$ cat config.mk
export PLATFORM = sky130hd
export DESIGN_NAME = xbar_switch
export DESIGN_NICKNAME = d
export VERILOG_FILES = /design/src/rtl/xbar_pkg.sv /design/src/rtl/xp_fifo.sv /design/src/rtl/wrr_arb.sv /design/src/rtl/xbar_switch.sv
export SDC_FILE = /design/constraint.sdc
export NUM_CORES = 1
export LEC_CHECK = 0
export BUFFER_PORTS_ARGS = -buffer_cell sky130_fd_sc_hd__buf_2
export CORE_ASPECT_RATIO = 2
export CORE_UTILIZATION = 45
export CTS_CLUSTER_SIZE = 10
export DETAILED_ROUTE_END_ITERATION = 7
export PLACE_DENSITY = 0.67
export SYNTH_ARGS = -nofsm -noshare
export SYNTH_HDL_FRONTEND = slang
export SYNTH_SLANG_ARGS = --single-unit
$ cat constraint.sdc
create_clock -name clk -period 5.35 [get_ports clk]
set_input_delay 1.07 -clock clk [delete_from_list [all_inputs] [get_ports clk]]
set_output_delay 1.07 -clock clk [all_outputs]
set_load 0.1 [all_outputs]
$ cat src/rtl/xbar_pkg.sv
// Package: shared helpers for the buffered crossbar.
// Assumes flows are numbered source-major: flow = src*N + dst.
package xbar_pkg;

    // Flat flow index of an input/output pair.
    function automatic int flow_of(input int src, input int dst, input int n);
        return src * n + dst;
    endfunction

endpackage

$ cat src/rtl/xp_fifo.sv
// Module: crosspoint cell FIFO.
// Holds up to DEPTH cells between one input and one output. A push and a pop
// in the same cycle leave the count unchanged. Full and non-empty come from
// the registered count. Assumes the caller never pushes when full and never
// pops when empty.
module xp_fifo #(
    parameter int DW    = 8,
    parameter int DEPTH = 4,
    localparam int CW   = $clog2(DEPTH + 1),
    localparam int PW   = (DEPTH > 1) ? $clog2(DEPTH) : 1
) (
    input  logic          clk,
    input  logic          rst_n,
    input  logic          push,
    input  logic [DW-1:0] wdata,
    input  logic          pop,
    output logic [DW-1:0] rdata,
    output logic          full,
    output logic          nonempty,
    output logic [CW-1:0] count
);
    logic [DW-1:0] mem [DEPTH];
    logic [PW-1:0] wp, rp;
    logic [CW-1:0] cnt;

    function automatic logic [PW-1:0] nxt(input logic [PW-1:0] p);
        return (p == PW'(DEPTH - 1)) ? '0 : p + 1'b1;
    endfunction

    assign full     = (cnt == CW'(DEPTH));
    assign nonempty = (cnt != '0);
    assign rdata    = mem[rp];
    assign count    = cnt;

    // Pointer and occupancy update.
    always_ff @(posedge clk) begin
        if (!rst_n) begin
            wp  <= '0;
            rp  <= '0;
            cnt <= '0;
        end else begin
            if (push) wp <= nxt(wp);
            if (pop)  rp <= nxt(rp);
            if (push && !pop)      cnt <= cnt + 1'b1;
            else if (!push && pop) cnt <= cnt - 1'b1;
        end
    end

    // Cell storage write.
    always_ff @(posedge clk) begin
        if (push) mem[wp] <= wdata;
    end

endmodule

$ cat src/rtl/wrr_arb.sv
// Module: weighted round-robin server for one port.
// Every requester owns a credit counter loaded from its weight (0 counts
// as 1). A requester without credit is skipped. When no requester holds
// credit, all credits reload in that same cycle, so no slot is lost. The
// grant is combinational, and the search starts after the last winner.
module wrr_arb #(
    parameter int N  = 4,
    parameter int WW = 4
) (
    input  logic          clk,
    input  logic          rst_n,
    input  logic [N-1:0]  req,
    input  logic [N*WW-1:0] wt,
    output logic [N-1:0]  gnt
);
    localparam int IW = (N > 1) ? $clog2(N) : 1;

    logic [WW-1:0] credit [N];
    logic [WW-1:0] wt_e   [N];
    logic [WW-1:0] eff    [N];
    logic [N-1:0]  has_cr, elig;
    logic          reload, found;
    logic [IW-1:0] ptr, win;

    // Effective weights, credit state and the reload decision.
    always_comb begin
        for (int k = 0; k < N; k++) begin
            wt_e[k]   = (wt[k*WW +: WW] == '0) ? WW'(1) : wt[k*WW +: WW];
            has_cr[k] = (credit[k] != '0);
        end
        reload = (|req) && !(|(req & has_cr));
        for (int k = 0; k < N; k++) eff[k] = reload ? wt_e[k] : credit[k];
        elig = reload ? req : (req & has_cr);
    end

    // Rotating search for the first eligible requester from the pointer.
    always_comb begin
        found = 1'b0;
        win   = ptr;
        gnt   = '0;
        for (int k = 0; k < N; k++) begin
            int t;
            t = int'(ptr) + k;
            if (t >= N) t = t - N;
            if (!found && elig[t]) begin
                found = 1'b1;
                win   = IW'(t);
            end
        end
        if (found) gnt[win] = 1'b1;
    end

    // Credit consumption, reload and pointer advance.
    always_ff @(posedge clk) begin
        if (!rst_n) begin
            for (int k = 0; k < N; k++) credit[k] <= '0;
            ptr <= '0;
        end else begin
            if (reload) for (int k = 0; k < N; k++) credit[k] <= wt_e[k];
            if (found) begin
                credit[win] <= eff[win] - 1'b1;
                ptr <= (win == IW'(N - 1)) ? '0 : win + 1'b1;
            end
        end
    end

endmodule

$ cat src/rtl/xbar_switch.sv
// Module: N x N buffered crossbar with per-port weighted servers.
// One crosspoint FIFO per input/output pair. Each input server sends at most
// one head cell per cycle to a crosspoint with room. Each output server
// drains at most one non-empty crosspoint of its column into a registered
// output. The only coupling between the two sides is crosspoint occupancy.
// Assumes the upstream queues hold voq_data stable until in_pop.
module xbar_switch
    import xbar_pkg::*;
#(
    parameter int N     = 4,
    parameter int DEPTH = 4,
    parameter int DW    = 8,
    parameter int WW    = 4,
    localparam int IW   = (N > 1) ? $clog2(N) : 1
) (
    input  logic              clk,
    input  logic              rst_n,
    input  logic [N*N-1:0]    voq_valid,
    input  logic [N*N*DW-1:0] voq_data,
    output logic [N*N-1:0]    in_pop,
    input  logic [N*N*WW-1:0] in_wt,
    input  logic [N*N*WW-1:0] out_wt,
    output logic [N-1:0]      out_valid,
    output logic [N*DW-1:0]   out_data,
    output logic [N*IW-1:0]   out_src
);
    localparam int CW = $clog2(DEPTH + 1);

    logic [N*N-1:0]    xp_push, xp_pop, xp_full, xp_ne;
    logic [N*N*DW-1:0] xp_rdata;
    logic [N*N*CW-1:0] xp_cnt;
    logic [N-1:0]      col_ne  [N];
    logic [N-1:0]      col_gnt [N];
    logic [N-1:0]      col_any;

    assign in_pop = xp_push;

    genvar i, j;
    generate
        for (i = 0; i < N; i++) begin : g_row
            for (j = 0; j < N; j++) begin : g_col
                xp_fifo #(.DW(DW), .DEPTH(DEPTH)) u_xp (
                    .clk      (clk),
                    .rst_n    (rst_n),
                    .push     (xp_push[i*N+j]),
                    .wdata    (voq_data[(i*N+j)*DW +: DW]),
                    .pop      (xp_pop[i*N+j]),
                    .rdata    (xp_rdata[(i*N+j)*DW +: DW]),
                    .full     (xp_full[i*N+j]),
                    .nonempty (xp_ne[i*N+j]),
                    .count    (xp_cnt[(i*N+j)*CW +: CW])
                );
                assign col_ne[j][i]   = xp_ne[i*N+j];
                assign xp_pop[i*N+j]  = col_gnt[j][i];
            end

            wrr_arb #(.N(N), .WW(WW)) u_in_srv (
                .clk   (clk),
                .rst_n (rst_n),
                .req   (voq_valid[i*N +: N] & ~xp_full[i*N +: N]),
                .wt    (in_wt[i*N*WW +: N*WW]),
                .gnt   (xp_push[i*N +: N])
            );
        end

        for (j = 0; j < N; j++) begin : g_out
            logic [IW-1:0] win;
            logic [DW-1:0] wdat;
            logic          v_q;
            logic [DW-1:0] d_q;
            logic [IW-1:0] s_q;

            wrr_arb #(.N(N), .WW(WW)) u_out_srv (
                .clk   (clk),
                .rst_n (rst_n),
                .req   (col_ne[j]),
                .wt    (out_wt[j*N*WW +: N*WW]),
                .gnt   (col_gnt[j])
            );

            assign col_any[j] = |col_ne[j];

            // Select the granted crosspoint's head cell and its source.
            always_comb begin
                win  = '0;
                wdat = '0;
                for (int k = 0; k < N; k++) begin
                    if (col_gnt[j][k]) begin
                        win  = IW'(k);
                        wdat = xp_rdata[flow_of(k, j, N)*DW +: DW];
                    end
                end
            end

            // Output link register.
            always_ff @(posedge clk) begin
                if (!rst_n) begin
                    v_q <= 1'b0;
                    d_q <= '0;
                    s_q <= '0;
                end else begin
                    v_q <= |col_gnt[j];
                    if (|col_gnt[j]) begin
                        d_q <= wdat;
                        s_q <= win;
                    end
                end
            end

            assign out_valid[j]          = v_q;
            assign out_data[j*DW +: DW]  = d_q;
            assign out_src[j*IW +: IW]   = s_q;
        end
    endgenerate

endmodule

==> reports/metrics.yaml <==
routing:
  met2_wirelength_um: 60280
  viasPerCell: 5.868
  num_vias: 28550
  met3_length_um: 6211
  dr.pass1.iters: 6
  drt_iter0_drc: 1810
  wl_per_cell_um: 23.35
  finalWirelength_um: 113600
  wl_met1_um: 40540
  drcViolationCount: 0
  drt.antenna.violating_nets: 0
  highest_layer: "met5"
synthesis:
  synth_cells: 3287
  muxShareOfSynthArea_pct: 10.04
  yosys_register_bits: 844
  synth_nets: 3713
  ys_async_sr_fraction_pct: 0
  yosys_warnings: 0
  synth_fa_ha_area_share_pct: 5.025
  synth_edf_count: 640
  synth.distinct_cells: 87
  synth_top_family_by_area: "simple AND/OR/NAND/NOR gates"
  synth-simple-area-share_pct: 13.05
  synthesis.area_mm2: 0.04024
  avgSynthCellArea_um2: 12.24
  synthXorXnorAreaFrac_pct: 0.7618
  yosysSeqAreaShare_pct: 57.91
  synth_compound_area_share_pct: 10.04
  ys.flop_type: "edfxtp_1"
setup_path:
  cp.required_ns: 4.28
  endpoint_kind: "primary output"
  start_kind: "flop"
  crit_arrival_ns: 4.04
  reg2reg_slack_ns: 0.53
  cp_max_fo: 8
  reg2reg_from: "g_out[0].u_out_srv.credit[3][1]"
  cp_cell_sequence: "or4_1 -> nand3_1 -> a31oi_1 -> o22ai_1 -> a21oi_1 -> nor3_4 -> ha_1 -> nand2_1 -> inv_1 -> clkbuf_4"
  critPathLaunch: "g_row[1].u_in_srv.credit[1][1]"
  r2r_cells: 15
  cp_slowest_cell: "or4_1"
  worstSetupEndpoint: "in_pop[6]"
  critPathMaxStageDelay_ns: 0.70
  r2r_end: "g_row[1].g_col[0].u_xp.count[2]"
  crit_type: "flop to primary output"
timing:
  tightest_slew_ns: 0.9705
  max_slew_margin_pct: 35.30
  fin_hold_ws_ns: 0.4827
  fmax_ghz: 0.1956
  hold_viol: 0
  setup_viol: 0
  rsz0062_at_grt: "true"
  drv_slew: 0
  finalCritPeriodShare_pct: 95.58
  clock_skew_ns: 0.02369
  period_needed_ns: 5.114
clock_network:
  clock_path_buffers: 3
  cts_tree: "yes"
  clock_latency_ns: 0.70
  cts_hold_buf: 0
  cts_inserted_buffers: 95
  h-tree-depth: 3
  post-cts-setup-buffers: 0
  root_buffer: "clkbuf_16"
  cts.sinks: 844
  clkTransAtPathRegs_ns: 0.06
run:
  drv_cap: 0
layout:
  drive_gt1_share_pct: 19.58
  post-route-util_pct: 52.51
  synthToLayoutAreaGrowth_pct: 15.16
  nNetsFinal: 4036
outcome:
  status: "complete, no violations"
floorplanning:
  placement_rows: 154
  ios: 334
  fp.dieArea_mm2: 0.09070
  start_util_pct: 45.60
  dieWidth_um: 213.5
  core_area_mm2: 0.08825
  die_h_um: 424.9
global_route:
  grt_pass1_wl_um: 169100
  antenna_found_initial: 12
  grt_pass1_vias: 28904
  track_usage_pct: 25.12
  grt_max_degree: 108
  grt_overflow_total: 0
placed_design:
  dp.final_hpwl_um: 85080
  finalWeightedCongestion: 0.9517
  numPortBuffers: 333
min_path:
  hold_path.class: "flop to flop"
==> sequential cells by signal, indices dropped and copies added (netlist names), named ones only <==
signal	cells
g_out.d_q	32
g_out.s_q	8
g_out.u_out_srv.credit	64
g_out.u_out_srv.ptr	8
g_out.v_q	4
g_row.g_col.u_xp.count	48
g_row.g_col.u_xp.mem	512
g_row.g_col.u_xp.rp	32
g_row.g_col.u_xp.wp	32
g_row.u_in_srv.credit	64
g_row.u_in_srv.ptr	8
==> cell families (layout without fill, tap and decap cells) <==
logic type               Yosys count  count (layout)
AND/OR/NAND/NOR                 1090            1090
flip-flops                       844             844
AO/OA/AOI/OAI                    612             612
buffers and inverters            317             722
multiplexers                     237             237
adder cells (fa/ha/maj)          152             152
XOR/XNOR                          35              35
other                              0               3
==> layer usage <==
layer / GRT usage [%] / up-vias
met2: 45.90 / 1027
li1: - / 13195
met1: 26.85 / 14000
met3: 3.888 / 314
met5: 0 / -
met4: 14.94 / 14
==> worst max-delay path: cells and delay by family (launching register included) <==
family | cells | cell delay [ns]
simple gates | 4 | 1.46
fa+ha+maj | 1 | 0.33
buf+inv | 2 | 0.61
compound gates | 3 | 0.54
flops | 1 | 0.40
==> repair_timing <==
| action | in CTS | in global routing |
|---|---|---|
| pin swaps | 1 | 2 |
| resized for setup | 4 | 15 |
| gates cloned | 0 | 0 |
| endpoints found under the setup margin | 4 | 10 |
==> worst min path at each step <==
stage                                 startpoint                      endpoint  slack [ns]  cells past startpoint
floorplan           g_row[2].g_col[3].u_xp.rp[1]                          flop        0.45                      2
global placement    g_row[2].g_col[0].u_xp.rp[1]  g_row[2].g_col[0].u_xp.rp[1]        0.46                      2
detailed placement  g_row[0].g_col[0].u_xp.rp[1]  g_row[0].g_col[0].u_xp.rp[1]        0.47                      2
CTS                 g_row[0].g_col[0].u_xp.rp[1]                          flop        0.48                      2
global route        g_row[2].g_col[1].u_xp.rp[1]  g_row[2].g_col[1].u_xp.rp[1]        0.49                      2
finish              g_row[2].g_col[3].u_xp.rp[1]                          flop        0.48                      2
==> metrics by stage <==
step                area [um^2]  setup WS, ns  instances  TNS [ns]
floorplan                 40240        0.5588       3287         0
global placement          43410        0.4908       4683         0
detailed placement        43410        0.4699       4683         0
CTS                       46260       0.02069       4862         0
global route              46340      -0.03361       4863  -0.03361
finish                    46340        0.2363       4865         0
==> Yosys cell counts (14+ instances only) <==
cell type	instances	area share, %
a211oi_1	51	0.95
a21oi_1	215	2.7
nor4_1	19	0.30
buf_4	21	0.39
nand3_1	122	1.5
o211ai_1	17	0.32
mux2i_1	93	2.3
nand4_1	46	0.72
or4_1	25	0.47
a221oi_1	27	0.59
o311ai_0	14	0.30
nand2_1	231	2.2
edfxtp_1	640	48
and2_1	33	0.51
fa_1	16	0.80
and3_1	89	1.4
ha_1	136	4.2
o21ai_0	62	0.77
o22ai_1	14	0.22
buf_1	14	0.13
a31oi_1	51	0.79
inv_1	110	1.0
clkbuf_1	158	1.5
o21a_1	18	0.34
mux4_2	132	7.4
dfxtp_1	204	10
nor2_1	329	3.1
xor2_1	34	0.74
nor3_1	104	1.3
or3_1	34	0.53
==> area by class of cell <==
cell class	count	area (um^2)
timing repair buffer	421	2509
multi-input combinational	2126	15750
tap	1170	1464
sequential	844	23300
antenna	3	7.507
clock inverter	5	61.31
fill	7750	41910
inverter	122	469.2
clock buffer	174	2780
==> cells in the final DEF, fill, tap and decap left out, types with 46 or more instances in the layout <==
master / instances
and3_1: 89
clkbuf_1: 74
inv_1: 109
dfxtp_1: 204
a211oi_1: 51
buf_2: 317
o21ai_0: 62
clkbuf_16: 100
mux4_2: 132
a31oi_1: 50
mux2i_1: 93
a21oi_1: 215
nand4_1: 46
nor2_1: 329
nand3_1: 122
ha_1: 135
buf_4: 90
nand2_1: 229
edfxtp_1: 640
nor3_1: 103
Power is not shown: default switching activity piles up to over one toggle a cycle in this logic, so the estimate is an artifact.
